<file path="src/rtl/pfs_pkg.sv">
package pfs_pkg;

  typedef enum logic [1:0] {
    BK_EMPTY = 2'd0,
    BK_FILL  = 2'd1,
    BK_FULL  = 2'd2,
    BK_READ  = 2'd3
  } bank_st_t;

  // true when idx is the final position of a frame of total entries
  function automatic logic at_last(input logic [31:0] idx, input logic [31:0] total);
    return idx == (total - 32'd1);
  endfunction

  // choose read source: {valid, bank}; oldest finished frame first,
  // a bank finishing this cycle only when nothing older waits
  function automatic logic [1:0] pick_src(input logic [1:0] full, input logic newest,
                                          input logic done_v, input logic done_b);
    if (full[~newest]) return {1'b1, ~newest};
    if (full[newest])  return {1'b1, newest};
    if (done_v)        return {1'b1, done_b};
    return 2'b00;
  endfunction

endpackage

</file>
<file path="src/rtl/pfs_capture.sv">
module pfs_capture
  import pfs_pkg::*;
#(
  parameter int PIX_W     = 8,
  parameter int ADDR_W    = 21,
  parameter int FRAME_PIX = 1310720
) (
  input  logic              clk,
  input  logic              rst_n,
  input  logic              pix_fs,
  input  logic              pix_lv,
  input  logic [PIX_W-1:0]  pix_data,
  input  logic              tgt_bank,
  input  logic              tgt_free,
  output logic              claim,
  output logic              cap_active,
  output logic              cap_bank,
  output logic              overflow,
  output logic              wr_en,
  output logic [ADDR_W-1:0] wr_addr,
  output logic [PIX_W-1:0]  wr_data,
  output logic              wr_bank,
  output logic              wr_last
);

  logic [ADDR_W-1:0] cnt_q;
  logic              pix_take;
  logic              pix_final;

  assign claim     = pix_fs && !cap_active && tgt_free;
  assign pix_take  = !pix_fs && cap_active && pix_lv;
  assign pix_final = at_last(32'(cnt_q), 32'(FRAME_PIX));

  always_ff @(posedge clk or negedge rst_n) begin
    if (!rst_n) begin
      cap_active <= 1'b0;
      cap_bank   <= 1'b0;
      cnt_q      <= '0;
      overflow   <= 1'b0;
      wr_en      <= 1'b0;
      wr_addr    <= '0;
      wr_data    <= '0;
      wr_bank    <= 1'b0;
      wr_last    <= 1'b0;
    end else begin
      wr_en   <= 1'b0;
      wr_last <= 1'b0;
      if (pix_fs) begin
        if (cap_active) begin
          cnt_q <= '0;
        end else if (tgt_free) begin
          cap_active <= 1'b1;
          cap_bank   <= tgt_bank;
          cnt_q      <= '0;
        end else begin
          overflow <= 1'b1;
        end
      end else if (pix_take) begin
        wr_en   <= 1'b1;
        wr_addr <= cnt_q;
        wr_data <= pix_data;
        wr_bank <= cap_bank;
        wr_last <= pix_final;
        cnt_q   <= cnt_q + 1'b1;
        if (pix_final) cap_active <= 1'b0;
      end
    end
  end

  p_overflow_sticky_r9: assert property (@(posedge clk) disable iff (!rst_n)
    overflow |=> overflow);

  p_wr_range_r11: assert property (@(posedge clk) disable iff (!rst_n)
    wr_en |-> (32'(wr_addr) < 32'(FRAME_PIX)));

  p_wr_step_r2: assert property (@(posedge clk) disable iff (!rst_n)
    (wr_en && !wr_last && !pix_fs && cap_active && pix_lv) |=> (wr_addr == $past(wr_addr) + 1'b1));

  p_drop_idle_r9: assert property (@(posedge clk) disable iff (!rst_n)
    (pix_fs && !cap_active && !tgt_free) |=> (!cap_active && !wr_en));

endmodule

</file>
<file path="src/rtl/pfs_bank_arb.sv">
module pfs_bank_arb
  import pfs_pkg::*;
(
  input  logic       clk,
  input  logic       rst_n,
  input  logic       claim,
  input  logic       wr_en,
  input  logic       wr_bank,
  input  logic       wr_last,
  input  logic       rd_issue,
  input  logic       rd_bank,
  input  logic       rd_release,
  output logic       tgt_bank,
  output logic       tgt_free,
  output logic       grant,
  output logic       grant_bank,
  output logic [1:0] bank_full
);

  bank_st_t   st_q [2];
  logic       newest_q;
  logic [1:0] full_vec;
  logic [1:0] read_vec;
  logic [1:0] fill_vec;
  logic       lock_free;
  logic       done_v;
  logic [1:0] pick;

  always_comb begin
    for (int b = 0; b < 2; b++) begin
      full_vec[b] = (st_q[b] == BK_FULL);
      read_vec[b] = (st_q[b] == BK_READ);
      fill_vec[b] = (st_q[b] == BK_FILL);
    end
  end

  assign tgt_bank   = ~newest_q;
  assign tgt_free   = (st_q[tgt_bank] == BK_EMPTY);
  assign lock_free  = (read_vec == 2'b00);
  assign done_v     = wr_en && wr_last;
  assign pick       = pick_src(full_vec, newest_q, done_v, wr_bank);
  assign grant      = lock_free && pick[1];
  assign grant_bank = pick[0];
  assign bank_full  = full_vec | read_vec;

  function automatic bank_st_t step(input bank_st_t cur, input logic b);
    case (cur)
      BK_EMPTY: return (claim && tgt_bank == b) ? BK_FILL : BK_EMPTY;
      BK_FILL: begin
        if (done_v && wr_bank == b)
          return (grant && grant_bank == b) ? BK_READ : BK_FULL;
        return BK_FILL;
      end
      BK_FULL: return (grant && grant_bank == b) ? BK_READ : BK_FULL;
      default: return rd_release ? BK_EMPTY : BK_READ;
    endcase
  endfunction

  always_ff @(posedge clk or negedge rst_n) begin
    if (!rst_n) begin
      st_q[0]  <= BK_EMPTY;
      st_q[1]  <= BK_EMPTY;
      newest_q <= 1'b1;
    end else begin
      st_q[0] <= step(st_q[0], 1'b0);
      st_q[1] <= step(st_q[1], 1'b1);
      if (claim) newest_q <= tgt_bank;
    end
  end

  p_one_writer_r3: assert property (@(posedge clk) disable iff (!rst_n)
    $countones(fill_vec) <= 1);

  p_one_reader_r4: assert property (@(posedge clk) disable iff (!rst_n)
    $countones(read_vec) <= 1);

  p_write_owner_r3: assert property (@(posedge clk) disable iff (!rst_n)
    wr_en |-> (st_q[wr_bank] == BK_FILL));

  p_read_owner_r4: assert property (@(posedge clk) disable iff (!rst_n)
    rd_issue |-> (st_q[rd_bank] == BK_READ));

  p_full_until_read_r5: assert property (@(posedge clk) disable iff (!rst_n)
    (done_v && !grant) |=> bank_full[$past(wr_bank)]);

endmodule

</file>
<file path="src/rtl/pfs_reader.sv">
module pfs_reader
  import pfs_pkg::*;
#(
  parameter int PIX_W     = 8,
  parameter int ADDR_W    = 21,
  parameter int FRAME_PIX = 1310720
) (
  input  logic                  clk,
  input  logic                  rst_n,
  input  logic                  grant,
  input  logic                  grant_bank,
  input  logic [1:0][PIX_W-1:0] rd_data,
  input  logic                  out_ready,
  output logic                  rd_issue,
  output logic                  rd_release,
  output logic                  rd_bank,
  output logic [ADDR_W-1:0]     rd_addr,
  output logic                  out_valid,
  output logic [PIX_W-1:0]      out_data
);

  logic active_q;

  assign rd_issue   = active_q && (!out_valid || out_ready);
  assign rd_release = rd_issue && at_last(32'(rd_addr), 32'(FRAME_PIX));

  always_ff @(posedge clk or negedge rst_n) begin
    if (!rst_n) begin
      active_q  <= 1'b0;
      rd_bank   <= 1'b0;
      rd_addr   <= '0;
      out_valid <= 1'b0;
      out_data  <= '0;
    end else begin
      if (grant) begin
        active_q <= 1'b1;
        rd_bank  <= grant_bank;
        rd_addr  <= '0;
      end else if (rd_issue) begin
        rd_addr <= rd_addr + 1'b1;
        if (rd_release) active_q <= 1'b0;
      end
      if (rd_issue) begin
        out_valid <= 1'b1;
        out_data  <= rd_data[rd_bank];
      end else if (out_ready) begin
        out_valid <= 1'b0;
      end
    end
  end

  p_hold_r7: assert property (@(posedge clk) disable iff (!rst_n)
    (out_valid && !out_ready) |=> (out_valid && $stable(out_data)));

  p_rd_range_r11: assert property (@(posedge clk) disable iff (!rst_n)
    rd_issue |-> (32'(rd_addr) < 32'(FRAME_PIX)));

  p_grant_idle_r4: assert property (@(posedge clk) disable iff (!rst_n)
    grant |-> !active_q);

  p_order_r7: assert property (@(posedge clk) disable iff (!rst_n)
    (rd_issue && !rd_release) |=> (rd_addr == $past(rd_addr) + 1'b1));

endmodule

</file>
<file path="src/rtl/pp_frame_store.sv">
module pp_frame_store
  import pfs_pkg::*;
#(
  parameter int PIX_W  = 8,
  parameter int COLS   = 1280,
  parameter int ROWS   = 1024,
  parameter int ADDR_W = 21
) (
  input  logic                   clk,
  input  logic                   rst_n,
  input  logic                   pix_fs,
  input  logic                   pix_lv,
  input  logic [PIX_W-1:0]       pix_data,
  output logic [1:0][ADDR_W-1:0] sram_addr,
  output logic [1:0][PIX_W-1:0]  sram_wdata,
  input  logic [1:0][PIX_W-1:0]  sram_rdata,
  output logic [1:0]             sram_cs,
  output logic [1:0]             sram_we,
  output logic [1:0]             sram_oe,
  output logic                   out_valid,
  input  logic                   out_ready,
  output logic [PIX_W-1:0]       out_data,
  output logic [1:0]             bank_full,
  output logic                   cur_wbank,
  output logic                   overflow
);

  localparam int FRAME_PIX = COLS * ROWS;

  logic              tgt_bank, tgt_free, claim;
  logic              cap_active, cap_bank;
  logic              wr_en, wr_bank, wr_last;
  logic [ADDR_W-1:0] wr_addr;
  logic [PIX_W-1:0]  wr_data;
  logic              grant, grant_bank;
  logic              rd_issue, rd_release, rd_bank;
  logic [ADDR_W-1:0] rd_addr;

  pfs_capture #(.PIX_W(PIX_W), .ADDR_W(ADDR_W), .FRAME_PIX(FRAME_PIX)) u_cap (
    .clk(clk), .rst_n(rst_n),
    .pix_fs(pix_fs), .pix_lv(pix_lv), .pix_data(pix_data),
    .tgt_bank(tgt_bank), .tgt_free(tgt_free),
    .claim(claim), .cap_active(cap_active), .cap_bank(cap_bank),
    .overflow(overflow),
    .wr_en(wr_en), .wr_addr(wr_addr), .wr_data(wr_data),
    .wr_bank(wr_bank), .wr_last(wr_last)
  );

  pfs_bank_arb u_arb (
    .clk(clk), .rst_n(rst_n),
    .claim(claim),
    .wr_en(wr_en), .wr_bank(wr_bank), .wr_last(wr_last),
    .rd_issue(rd_issue), .rd_bank(rd_bank), .rd_release(rd_release),
    .tgt_bank(tgt_bank), .tgt_free(tgt_free),
    .grant(grant), .grant_bank(grant_bank),
    .bank_full(bank_full)
  );

  pfs_reader #(.PIX_W(PIX_W), .ADDR_W(ADDR_W), .FRAME_PIX(FRAME_PIX)) u_rd (
    .clk(clk), .rst_n(rst_n),
    .grant(grant), .grant_bank(grant_bank),
    .rd_data(sram_rdata), .out_ready(out_ready),
    .rd_issue(rd_issue), .rd_release(rd_release),
    .rd_bank(rd_bank), .rd_addr(rd_addr),
    .out_valid(out_valid), .out_data(out_data)
  );

  assign cur_wbank = cap_active ? cap_bank : tgt_bank;

  for (genvar b = 0; b < 2; b++) begin : g_port
    logic wsel, rsel;
    assign wsel          = wr_en && (wr_bank == 1'(b));
    assign rsel          = rd_issue && (rd_bank == 1'(b));
    assign sram_we[b]    = wsel;
    assign sram_oe[b]    = rsel;
    assign sram_cs[b]    = wsel || rsel;
    assign sram_addr[b]  = wsel ? wr_addr : rd_addr;
    assign sram_wdata[b] = wr_data;
  end

  p_wr_lock_r3: assert property (@(posedge clk) disable iff (!rst_n)
    $onehot0(sram_we));

  p_rd_lock_r4: assert property (@(posedge clk) disable iff (!rst_n)
    $onehot0(sram_oe));

  p_no_clash_r11: assert property (@(posedge clk) disable iff (!rst_n)
    (sram_we & sram_oe) == 2'b00);

endmodule

</file>
<file path="config.mk">
export PLATFORM = sky130hd
export DESIGN_NAME = pp_frame_store
export DESIGN_NICKNAME = d
export VERILOG_FILES = /design/src/rtl/pfs_pkg.sv /design/src/rtl/pfs_capture.sv /design/src/rtl/pfs_bank_arb.sv /design/src/rtl/pfs_reader.sv /design/src/rtl/pp_frame_store.sv
export SDC_FILE = /design/constraint.sdc
export NUM_CORES = 1
export LEC_CHECK = 0
export ABC_AREA = 0
export BUFFER_PORTS_ARGS = -buffer_cell sky130_fd_sc_hd__buf_4
export CORE_MARGIN = 5
export CORE_UTILIZATION = 57
export CTS_BUF_LIST = sky130_fd_sc_hd__clkbuf_2 sky130_fd_sc_hd__clkbuf_4 sky130_fd_sc_hd__clkbuf_8
export DETAILED_ROUTE_END_ITERATION = 8
export PLACE_DENSITY = 0.89
export SETUP_SLACK_MARGIN = 0.5
export SYNTH_ARGS = -nofsm -noshare
export SYNTH_HDL_FRONTEND = slang
export SYNTH_SLANG_ARGS = --single-unit
</file>
<file path="constraint.sdc">
create_clock -name clk -period 3.1 [get_ports clk]
set_clock_uncertainty 0.05 [all_clocks]
set_input_delay 0.93 -clock clk [delete_from_list [all_inputs] [get_ports clk]]
set_output_delay 0.93 -clock clk [all_outputs]
set_load 0.02 [all_outputs]
</file>
==> results.toml <==
[power]
share_clk_of_total_power_pct = 27.6
intPower_mw = 2.10
worst_ir_drop_vdd_v = 0.000209
powerDensity_nw_per_um2 = 502
power.switching_fraction_pct = 34.1
p_comb_share_pct = 28.2
power_switching_mw = 1.09
p_leak_nw = 2.98
seq_power_share_pct = 44.2

[timing]
rsz_0062_raised_after_global_routing = "true"
post-route-worst-setup-slack_ns = 0.346
timing.fmax_mhz = 363
fin_setup_tns_ns = 0
final-hold-violation-count = 0
min_period_over_period_pct = 88.8
setup-violations-final = 0
drv_slew = 0
finalWorstPathRequiredPeriod_ns = 2.75
final_hold_slack_ns = 0.415
max_slew.worst_pin.slew_ns = 0.760
maxSlewHeadroom_pct = 49.2

[global_route]
grtUsageMet3_pct = 3.52
grt.met1_usage_pct = 32.2
grt_pass1_wl_mm = 21.7
number_of_antenna_violations_at_the_first_check_in_global_routing = 0
gr-usage-met2_pct = 45.0
grt_start_max_net_pins = 52
grt-busiest-layer = "met2"
track_usage_pct = 26.1
first_global_vias = 4367
total_grt_overflow = 0

[yosys]
async_flop_share_pct = 100
syn-mean-instance-area_um2 = 9.12
synth.area.mux_share_pct = 10.0
synth.lib_cells_used.distinct = 48
post_synth_and_or_nand_nor_area_fraction_pct = 23.5
yosys_warnings = 0
synth_top_family_by_area = "simple AND/OR/NAND/NOR gates"
yosys.area_share.xor_xnor_pct = 2.30
synth-seq-area-share_pct = 47.1
synth-main-ff-cell = "dfrtp_1"
synth_compound_gate_area_share_pct = 11.2
synthDominantCellAreaShare_pct = 46.6
number_of_enable_flip_flop_cells_after_synthesis = 0
netlist_area_um2 = 4940
post-synth-top-area-cell = "dfrtp_1"
synth.ff_latch_count = 93
syn_inst = 542
adder_and_majority_gate_portion_of_the_synthesized_area_pct = 0.506
mappedNetlistNets = 573
netlist_top_cells_area = "dfrtp_1, nand2_1, mux2_2, o21ai_0, a21oi_1"

[place]
place_area_um2 = 5740
routabilityCongestion = 0.889
hpwlAfterDp_mm = 8.91
io_buffer_count = 105
dp_worst_setup_slack_ns = 0.243

[clocking]
cts-buffers-inserted = 9
clockRootBuffer = "clkbuf_8"
path_clk_slew_ns = 0.10
cts_tree = "done"
cts_max_path_buffers = 2
clock_insertion_delay_worst_skew_ns = 0.38
cts.hold.buffers_added = 0
depth_of_the_cts_h_tree = 3
cts_num_sinks = 93

[routing]
drt-initial-drc-count = 506
detailedRoute.firstPassIterationCount = 6
ant_nets = 0
detailroute.via_count = 4844
wire_per_inst_um = 20.7
remaining_design_rule_violation_count = 0
post_drt_via_cell_ratio = 6.48
total_wirelength_mm = 15.5

[floorplanning]
row_count = 34
core_area_um2 = 8590
design.portCount = 106
floorplan.initialDensity_pct = 57.5
die_width_um = 103
floorplan.die.height_um = 103
die_area_um2 = 10600

[setup_path]
cpPeakStageDelay_ns = 0.47
required_ns = 2.12
critical_path_class = "reg2out"
timing.critical_path.from_type = "register"
kind_of_capture_point_of_the_worst_setup_path = "output port"
worst_ep_arrival_ns = 1.77
critPathSlowestCell = "dfrtp_2"
worstPathCellList = "nor2b_4 -> buf_6 -> buf_12 -> mux2_4 -> buf_4"
timing.critical_path.fanout_max = 7

[cells_and_area]
insertedDiodeCount = 0
final-seq-area_um2 = 2330
post_route_cells_drive_above_1_share_pct = 30.6
multi_input_comb_area_um2 = 2490
nNetsFinal = 666
fin_area_um2 = 6340
n_fill_cell = 508
flow.area_growth_from_synthesis_pct = 28.2

[outcome]
status = "complete, no violations"

[worst_hold_path]
timing.hold.worst.class = "reg2reg"

[job]
drv.max_cap_violation_count = 0
[per-stage QoR]
| stage | cells | power, mW | util (%) |
|---|---|---|---|
| final | 748 | 3.18 | 73.7 |
| after global routing | 748 | 3.27 | 73.7 |
| after CTS | 741 | 3.03 | 70.8 |
| after detailed placement | 717 | 2.17 | 66.8 |
| after global placement | 717 | 2.13 | 66.8 |
| after floorplan | 542 | 1.84 | - |
[worst max-delay path, delay by kind of cell, from the launching register on]
family,cells,cell delay (ns)
multiplexers,1,0.32
flip-flops,1,0.47
buffers and inverters,3,0.45
AND/OR/NAND/NOR,1,0.16
[final timing paths]
path                                  from           endpoint  slack [ns]  cells past startpoint
min in group asynchronous            rst_n     u_cap.overflow        0.52                      1
hold / removal              u_cap.overflow     u_cap.overflow        0.42                      1
setup / recovery             u_cap.wr_bank      sram_addr[12]        0.35                      5
hold reg to reg             u_cap.overflow     u_cap.overflow        0.42                      1
max in group asynchronous            rst_n  u_cap.wr_addr[15]        1.80                      2
setup reg to reg           u_rd.rd_addr[7]      u_rd.active_q        0.54                      4
[sequential cells by signal (all words and copies together), names as in the netlist]
| name | count |
|---|---|
| u_arb.newest_q | 1 |
| u_cap.cap_bank | 1 |
| u_rd.out_data | 8 |
| u_rd.out_valid | 1 |
| u_cap.wr_bank | 1 |
| u_cap.overflow | 1 |
| u_rd.active_q | 1 |
| u_cap.cnt_q | 21 |
| u_rd.rd_addr | 21 |
| u_cap.wr_addr | 21 |
| u_cap.wr_en | 1 |
| u_cap.wr_last | 1 |
| u_cap.cap_active | 1 |
| u_arb.st_q | 4 |
| u_cap.wr_data | 8 |
| u_rd.rd_bank | 1 |
[cell families after synthesis]
group,Yosys count
buf+inv,54
compound gates,94
flops,93
xor+xnor,13
mux,45
simple gates,241
fa+ha+maj,2
[synthesized netlist by cell type, drive strengths merged (2+ instances only)]
master,number
nand4,13
o21ai,32
or4,16
nor2b,3
o31ai,17
xor2,9
xnor2,4
and4,4
or2,3
a31oi,3
nor3,4
nor4,4
buf,19
mux2,37
dfrtp,92
nand2b,4
inv,9
ha,2
clkbuf,26
and2,4
a21o,2
nand3,14
nand2,128
nand3b,2
or3,9
and3,8
a21oi,31
mux2i,8
nor2,20
[layout make-up]
type                            count  area share (%)
Clock buffer                       10            2.17
Multi-Input combinational cell    395            39.4
Clock inverter                      6            1.11
Inverter                            9           0.533
Sequential cell                    93            36.8
Timing Repair Buffer              127            17.9
Tap cell                          108            2.13
[routing by layer]
layer,vias to the layer above,share of wire (%)
met5,-,0
met4,0,6.1
met3,106,9.2
met2,386,51
met1,2278,34
li1,2074,-
[timing repair]
item / 4_1_cts / 5_1_grt
gates cloned: 1 / 2
setup buffers: 7 / 5
setup endpoints to repair: 46 / 36
gates resized for setup: 16 / 46
pin swaps: 2 / 1
[power groups by stage]
| stage | clock (mW) | sequential (mW) | combinational (mW) |
|---|---|---|---|
| 5_1_grt | 0.913 | 1.41 | 0.946 |
| 4_1_cts | 0.856 | 1.39 | 0.784 |
| 2_1_floorplan | 0 | 1.41 | 0.429 |
| 3_3_place_gp | 0 | 1.40 | 0.729 |
| 3_5_place_dp | 0 | 1.41 | 0.754 |
| 6_report | 0.877 | 1.41 | 0.898 |
[placed cells by master (no fill, tap or decap), types with 7 or more instances in the layout]
master / synthesis / layout
nand2_1: 128 / 126
buf_4: 12 / 97
dfrtp_1: 92 / 91
a21oi_1: 31 / 31
o21ai_0: 32 / 27
buf_6: 2 / 24
nor2_1: 20 / 19
mux2_2: 37 / 19
mux2_4: 0 / 18
o31ai_1: 17 / 17
or4_1: 16 / 16
nand3_1: 14 / 14
nand4_1: 13 / 13
clkbuf_8: 0 / 10
inv_1: 9 / 9
or3_1: 9 / 9
xor2_1: 9 / 9
mux2i_1: 8 / 8
and3_1: 8 / 7
Power figures use the tool's default switching activity.
